**src/rtl/ctm_pkg.sv**
```systemverilog
package ctm_pkg;

    typedef enum logic [1:0] {
        MODE_ONESHOT = 2'd0,
        MODE_REPEAT  = 2'd1,
        MODE_FREEALT = 2'd2,
        MODE_FREERUN = 2'd3
    } ctm_mode_e;

    typedef enum logic {
        CH_HALT  = 1'b0,
        CH_COUNT = 1'b1
    } ctm_state_e;

    // register offsets inside a 16-byte group (word index)
    localparam logic [1:0] OFF_CTRL = 2'd0;
    localparam logic [1:0] OFF_CLK  = 2'd1;
    localparam logic [1:0] OFF_CNT  = 2'd2;
    localparam logic [1:0] OFF_CMP  = 2'd3;

    // shared group 0 word indices
    localparam logic [1:0] OFF_IEN  = 2'd0;
    localparam logic [1:0] OFF_PEND = 2'd2;

    localparam int CTRL_RUN_BIT = 0;
    localparam int CTRL_CLR_BIT = 1;
    localparam int CTRL_MODE_LO = 4;
    localparam int CLK_DIV_BIT  = 0;
    localparam int CLK_SRC_BIT  = 4;

endpackage

```
**src/rtl/ctm_prescale.sv**
```systemverilog
module ctm_prescale (
    input  logic clk,
    input  logic rst_n,
    input  logic run,
    input  logic restart,
    input  logic tick_fast,
    input  logic tick_slow,
    input  logic sel_slow,
    input  logic div2,
    output logic step
);
    logic phase_q;
    logic tick_sel;

    assign tick_sel = sel_slow ? tick_slow : tick_fast;

    always_ff @(posedge clk) begin
        if (!rst_n) begin
            phase_q <= 1'b0;
        end else if (!run || restart) begin
            phase_q <= 1'b0;
        end else if (tick_sel && div2) begin
            phase_q <= ~phase_q;
        end
    end

    assign step = run && !restart && tick_sel && (!div2 || phase_q);
endmodule

```
**src/rtl/ctm_channel.sv**
```systemverilog
module ctm_channel
    import ctm_pkg::*;
#(
    parameter int CNT_W = 32
) (
    input  logic             clk,
    input  logic             rst_n,
    input  logic             tick_fast,
    input  logic             tick_slow,
    input  logic             ctrl_we,
    input  logic             ctrl_run,
    input  logic             ctrl_clr,
    input  logic [1:0]       ctrl_mode,
    input  logic             clk_we,
    input  logic             clk_src,
    input  logic             clk_div,
    input  logic             cmp_we,
    input  logic [CNT_W-1:0] cmp_wdata,
    output logic [CNT_W-1:0] cnt,
    output logic [CNT_W-1:0] cmp,
    output logic             running,
    output logic [1:0]       mode,
    output logic             src,
    output logic             div,
    output logic             hit
);
    ctm_state_e       state_q, state_d;
    ctm_mode_e        mode_q;
    logic [CNT_W-1:0] cnt_q, cnt_d, cnt_inc, cmp_q;
    logic             src_q, div_q, step, uses_cmp;

    ctm_prescale u_pre (
        .clk      (clk),
        .rst_n    (rst_n),
        .run      (state_q == CH_COUNT),
        .restart  (ctrl_we),
        .tick_fast(tick_fast),
        .tick_slow(tick_slow),
        .sel_slow (src_q),
        .div2     (div_q),
        .step     (step)
    );

    assign uses_cmp = (mode_q == MODE_ONESHOT) || (mode_q == MODE_REPEAT);
    assign cnt_inc  = cnt_q + 1'b1;
    assign hit      = step && uses_cmp && (cnt_inc == cmp_q);

    // state register
    always_ff @(posedge clk) begin
        if (!rst_n) begin
            state_q <= CH_HALT;
            cnt_q   <= '0;
        end else begin
            state_q <= state_d;
            cnt_q   <= cnt_d;
        end
    end

    // next state: start / stop / expire
    always_comb begin
        state_d = state_q;
        cnt_d   = cnt_q;
        unique case (state_q)
            CH_HALT: begin
                if (ctrl_we && ctrl_run) state_d = CH_COUNT;
            end
            CH_COUNT: begin
                if (ctrl_we && !ctrl_run)                 state_d = CH_HALT;
                else if (hit && mode_q == MODE_ONESHOT)   state_d = CH_HALT;
                if (step) cnt_d = (hit && mode_q == MODE_REPEAT) ? '0 : cnt_inc;
            end
        endcase
        if (ctrl_we && ctrl_clr) cnt_d = '0;
    end

    // configuration registers
    always_ff @(posedge clk) begin
        if (!rst_n) begin
            mode_q <= MODE_ONESHOT;
            src_q  <= 1'b0;
            div_q  <= 1'b0;
            cmp_q  <= '0;
        end else begin
            if (ctrl_we) mode_q <= ctm_mode_e'(ctrl_mode);
            if (clk_we) begin
                src_q <= clk_src;
                div_q <= clk_div;
            end
            if (cmp_we) cmp_q <= cmp_wdata;
        end
    end

    // outputs
    always_comb begin
        running = (state_q == CH_COUNT);
        cnt     = cnt_q;
        cmp     = cmp_q;
        mode    = mode_q;
        src     = src_q;
        div     = div_q;
    end
endmodule

```
**src/rtl/ctm_top.sv**
```systemverilog
module ctm_top
    import ctm_pkg::*;
#(
    parameter int NUM_CH = 6,
    parameter int CNT_W  = 32,
    parameter int ADDR_W = 8,
    parameter int DATA_W = 32
) (
    input  logic              clk,
    input  logic              rst_n,
    input  logic [ADDR_W-1:0] bus_addr,
    input  logic              bus_we,
    input  logic [DATA_W-1:0] bus_wdata,
    output logic [DATA_W-1:0] bus_rdata,
    input  logic              tick_fast,
    input  logic              tick_slow,
    output logic              irq
);
    localparam int GRP_W = ADDR_W - 4;

    logic [GRP_W-1:0] grp;
    logic [1:0]       word;
    logic             aligned;

    logic [NUM_CH-1:0]            ien_q, pend_q, ch_hit, ch_run, ch_src, ch_div, ch_ctrl_we;
    logic [NUM_CH-1:0][1:0]       ch_mode;
    logic [NUM_CH-1:0][CNT_W-1:0] ch_cnt, ch_cmp;
    logic                         ien_wr, ack_wr;

    assign grp     = bus_addr[ADDR_W-1:4];
    assign word    = bus_addr[3:2];
    assign aligned = (bus_addr[1:0] == 2'b00);
    assign ien_wr  = bus_we && aligned && grp == '0 && word == OFF_IEN;
    assign ack_wr  = bus_we && aligned && grp == '0 && word == OFF_PEND;

    for (genvar k = 0; k < NUM_CH; k++) begin : g_ch
        logic sel;
        assign sel           = bus_we && aligned && (grp == GRP_W'(k + 1));
        assign ch_ctrl_we[k] = sel && word == OFF_CTRL;

        ctm_channel #(.CNT_W(CNT_W)) u_ch (
            .clk       (clk),
            .rst_n     (rst_n),
            .tick_fast (tick_fast),
            .tick_slow (tick_slow),
            .ctrl_we   (ch_ctrl_we[k]),
            .ctrl_run  (bus_wdata[CTRL_RUN_BIT]),
            .ctrl_clr  (bus_wdata[CTRL_CLR_BIT]),
            .ctrl_mode (bus_wdata[CTRL_MODE_LO+1:CTRL_MODE_LO]),
            .clk_we    (sel && word == OFF_CLK),
            .clk_src   (bus_wdata[CLK_SRC_BIT]),
            .clk_div   (bus_wdata[CLK_DIV_BIT]),
            .cmp_we    (sel && word == OFF_CMP),
            .cmp_wdata (bus_wdata[CNT_W-1:0]),
            .cnt       (ch_cnt[k]),
            .cmp       (ch_cmp[k]),
            .running   (ch_run[k]),
            .mode      (ch_mode[k]),
            .src       (ch_src[k]),
            .div       (ch_div[k]),
            .hit       (ch_hit[k])
        );
    end

    always_ff @(posedge clk) begin
        if (!rst_n) begin
            ien_q  <= '0;
            pend_q <= '0;
        end else begin
            if (ien_wr) ien_q <= bus_wdata[NUM_CH-1:0];
            pend_q <= (pend_q & ~(ack_wr ? bus_wdata[NUM_CH-1:0] : '0)) | ch_hit;
        end
    end

    assign irq = |(pend_q & ien_q);

    always_comb begin
        bus_rdata = '0;
        if (aligned) begin
            if (grp == '0) begin
                if (word == OFF_IEN)  bus_rdata[NUM_CH-1:0] = ien_q;
                if (word == OFF_PEND) bus_rdata[NUM_CH-1:0] = pend_q;
            end
            for (int k = 0; k < NUM_CH; k++) begin
                if (grp == GRP_W'(k + 1)) begin
                    unique case (word)
                        OFF_CTRL: begin
                            bus_rdata[CTRL_RUN_BIT]                     = ch_run[k];
                            bus_rdata[CTRL_MODE_LO+1:CTRL_MODE_LO]      = ch_mode[k];
                        end
                        OFF_CLK: begin
                            bus_rdata[CLK_SRC_BIT] = ch_src[k];
                            bus_rdata[CLK_DIV_BIT] = ch_div[k];
                        end
                        OFF_CNT: bus_rdata[CNT_W-1:0] = ch_cnt[k];
                        OFF_CMP: bus_rdata[CNT_W-1:0] = ch_cmp[k];
                    endcase
                end
            end
        end
    end
endmodule

```
**config.mk**
```make
export PLATFORM = sky130hd
export DESIGN_NAME = ctm_top
export DESIGN_NICKNAME = d
export VERILOG_FILES = /design/src/rtl/ctm_pkg.sv /design/src/rtl/ctm_prescale.sv /design/src/rtl/ctm_channel.sv /design/src/rtl/ctm_top.sv
export SDC_FILE = /design/constraint.sdc
export NUM_CORES = 2
export LEC_CHECK = 0
export BUFFER_PORTS_ARGS = -buffer_cell sky130_fd_sc_hd__buf_4
export CAP_MARGIN = 20
export CORE_ASPECT_RATIO = 1.25
export CORE_MARGIN = 3
export CORE_UTILIZATION = 60
export CTS_BUF_LIST = sky130_fd_sc_hd__clkbuf_8
export DETAILED_ROUTE_END_ITERATION = 6
export PLACE_DENSITY_LB_ADDON = 0.15
export SLEW_MARGIN = 20
export SYNTH_ARGS = -nofsm -noshare
export SYNTH_HDL_FRONTEND = slang
export SYNTH_HIERARCHICAL = 1
export SYNTH_SLANG_ARGS = --single-unit
```
**constraint.sdc**
```tcl
create_clock -name clk -period 5.8 [get_ports clk]
set_clock_uncertainty 0.1 [all_clocks]
set_input_delay 1.16 -clock clk [delete_from_list [all_inputs] [get_ports clk]]
set_output_delay 1.16 -clock clk [all_outputs]
set_load 0.05 [all_outputs]
```
==> impl_metrics.toml <==
[global_route]
grt_overflow = 0
grt_max_degree = 112
antenna_found_initial = 4
grt_pass1_vias = 28387
grt_pass1_wl_mm = 180
gr-usage-all-layers_pct = 43.0

[floorplan]
initial_core_util_pct = 60.8
pin_count = 78
num_rows = 93
fp.dieH_um = 262
coreArea_um2 = 51700
dieWidth_um = 211
dieArea_um2 = 55100

[hold_path]
hp-class = "reg -> reg"

[run_status]
status = "finished, final reports clean"

[yosys]
synthTopCellsByArea = "dfxtp_1, mux2i_1, xnor2_1, nor2b_1, xor2_1"
async_reset_ff_share_pct = 0
ys_seq_area_share_pct = 27.6
yosys.cell_types.count = 78
synth_area_per_cell_um2 = 8.61
synth-seq-cells = 432
synth_nets = 3695
ys_warn_count = 6
synth_edf_count = 0
netlist_instances = 3644
yosysMostFrequentCell = "dfxtp_1"
synth_ff_type = "dfxtp_1"
synth_area_leader_cell = "dfxtp_1"
synth_top_area_share_pct = 27.6
netlist_area_um2 = 31400
synth_top_cells_by_count = "dfxtp_1, mux2i_1, nor2b_1, xnor2_1, nand2_1"

[critical_path]
endpoint = "bus_rdata[22]"
rr_startpoint = "g_ch[2].u_ch/cnt[0]"
end_kind = "output port"
cp_max_fo = 82
r2r_slack_ns = 1.17
required_ns = 4.54
crit_start = "bus_addr[2]"
critical_path_arrival_ns = 4.42
cp-start-kind = "input pin"
r2r_end = "g_ch[2].u_ch/cnt[14]"
worst-setup-path-type = "in -> out"
reg2reg_depth = 10

[cells_and_area]
nets = 3606
fillers = 4485
drive_above_1_share_pct = 14.2
area_delta_synth_final_pct = 5.83

[timing]
rsz0062_at_grt = "no"
finalMaxSlewViolations = 0
setup_viol = 0
min_period_over_period_pct = 97.9
tns_ns = 0
worst_slew_pin_slew_ns = 1.28
max_freq_mhz = 176
relSlewSlack_pct = 14.2
period_minus_slack_ns = 5.68
hold_viol = 0

[pwr]
power_frac_clock_pct = 46.2
power_frac_comb_pct = 6.3
p_int_mw = 4.62
pwr_density_cell_nw_per_um2 = 188
switchingPower_mw = 1.63
totalPowerFinal_mw = 6.26
vdd_drop_max_v = 0.000163
seqPwrFrac_pct = 47.5
power_switching_share_pct = 26.1
leakagePower_nw = 10.7

[placement]
dpl.hpwl_mm = 88.9
port_buffers = 77
place.gp.congestion = 1.05

[route]
drc = 0
drt_wl_total_mm = 123
dr.pass1.iters = 7
vias = 29599
wl_per_cell_um = 28.7
drt_iter0_drc = 3837
antenna_left = 0
via_per_inst = 6.93

[clock_network]
ctsHoldBuffers = 0
cts_buffer_depth = 3
path_clk_slew_ns = 0.06
tritoncts = "built"
cts-root-buf = "clkbuf_8"
post_cts_buffers = 0
clk_latency_ns = 0.68
ctsResizeCount = 0
cts.sinks = 432
ctsHtreeMaxLevel = 3
cts_buffers = 75

[flow_run]
drv_cap = 0
## routing by layer
layer  wire length [um]  part of all wire (%)  vias to the layer above  global-route usage [%]
met4              10500                   8.5                        0                    31.5
met3              12600                    10                      509                    9.15
met5                  0                     0                        -                       0
li1                   -                     -                    13003                       -
met2              54700                    45                     1855                    68.8
met1              44900                    37                    14232                    51.0
## cell type report
cell class                 instances  area, um2  area share, %
clock buffer                      98       1350           4.06
sequential                       432       8650           26.0
antenna                            4       10.0         0.0301
multi-input combinational       2876      21000           63.3
tap                              665        832           2.50
timing repair buffer             132       1080           3.24
inverter                          38        143          0.429
clock inverter                    27        144          0.433
## per-stage QoR
stage / instance area [um2] / utilization, % / hold WS, ns / instances / setup WS [ns]
after floorplan: 31400 / - / 0.355 / 3644 / 1.09
after global placement: 31700 / 61.3 / 0.362 / 4142 / 0.405
after detailed placement: 31700 / 61.4 / 0.384 / 4143 / 0.452
after CTS: 33200 / 64.3 / 0.395 / 4268 / 0.441
after global routing: 33200 / 64.3 / 0.423 / 4269 / 0.270
final: 33200 / 64.3 / 0.397 / 4272 / 0.123
## worst max-delay path, cell delays in order
cell and delay (ns):
buf_8 0.28, buf_4 0.83, mux2i_1 0.43, o22ai_1 0.22
nor4_1 0.91, o32ai_1 0.23, buf_4 0.25
## layout by cell type, fill, tap and decap left out, types with 98 or more instances in the layout
master / count
dfxtp_1: 432
mux2i_1: 380
nor2b_1: 257
xnor2_1: 234
nand2_1: 222
nor2_1: 213
xor2_1: 174
nor3_1: 151
nand4_1: 135
buf_4: 124
nor3_2: 114
nand3_1: 112
clkbuf_8: 98
## worst min path at each step
stage,start,end,slack [ns],cells after the start
5_1_grt,g_ch[0].u_ch/u_pre/phase_q,g_ch[0].u_ch/u_pre/phase_q,0.42,2
2_1_floorplan,g_ch[1].u_ch/u_pre/phase_q,g_ch[1].u_ch/u_pre/phase_q,0.36,2
6_report,g_ch[0].u_ch/u_pre/phase_q,g_ch[0].u_ch/u_pre/phase_q,0.40,2
3_5_place_dp,g_ch[0].u_ch/u_pre/phase_q,g_ch[0].u_ch/u_pre/phase_q,0.38,2
3_3_place_gp,g_ch[4].u_ch/u_pre/phase_q,g_ch[4].u_ch/u_pre/phase_q,0.36,2
4_1_cts,g_ch[0].u_ch/u_pre/phase_q,g_ch[0].u_ch/u_pre/phase_q,0.40,2
## kinds of logic (layout without fill, tap and decap cells)
kind of cell	after synthesis	in the layout	share of synthesized area, %
multiplexers	406	406	13.5
buffers and inverters	336	295	5.66
AO/OA/AOI/OAI	456	456	10.1
XOR/XNOR	408	408	11.4
AND/OR/NAND/NOR	1600	1600	31.5
flip-flops	432	432	27.6
other	0	4	0
adder cells (fa/ha/maj)	6	6	0.239
## power groups by stage
stage / clock, mW / sequential [mW] / combinational, mW
2_1_floorplan: 0 / 3.04 / 0.193
3_3_place_gp: 0 / 3.04 / 0.370
3_5_place_dp: 0 / 3.04 / 0.372
4_1_cts: 2.91 / 2.97 / 0.372
5_1_grt: 3.03 / 2.97 / 0.390
6_report: 2.89 / 2.97 / 0.393
## sequential cells by signal, indices dropped and copies added (netlist names)
name	flops
g_ch.u_ch/cmp	192
g_ch.u_ch/cnt	192
g_ch.u_ch/div	6
g_ch.u_ch/mode	12
g_ch.u_ch/running	6
g_ch.u_ch/src	6
g_ch.u_ch/u_pre/phase_q	6
ien_q	6
pend_q	6
No activity file was read; power rests on OpenSTA's default activity.
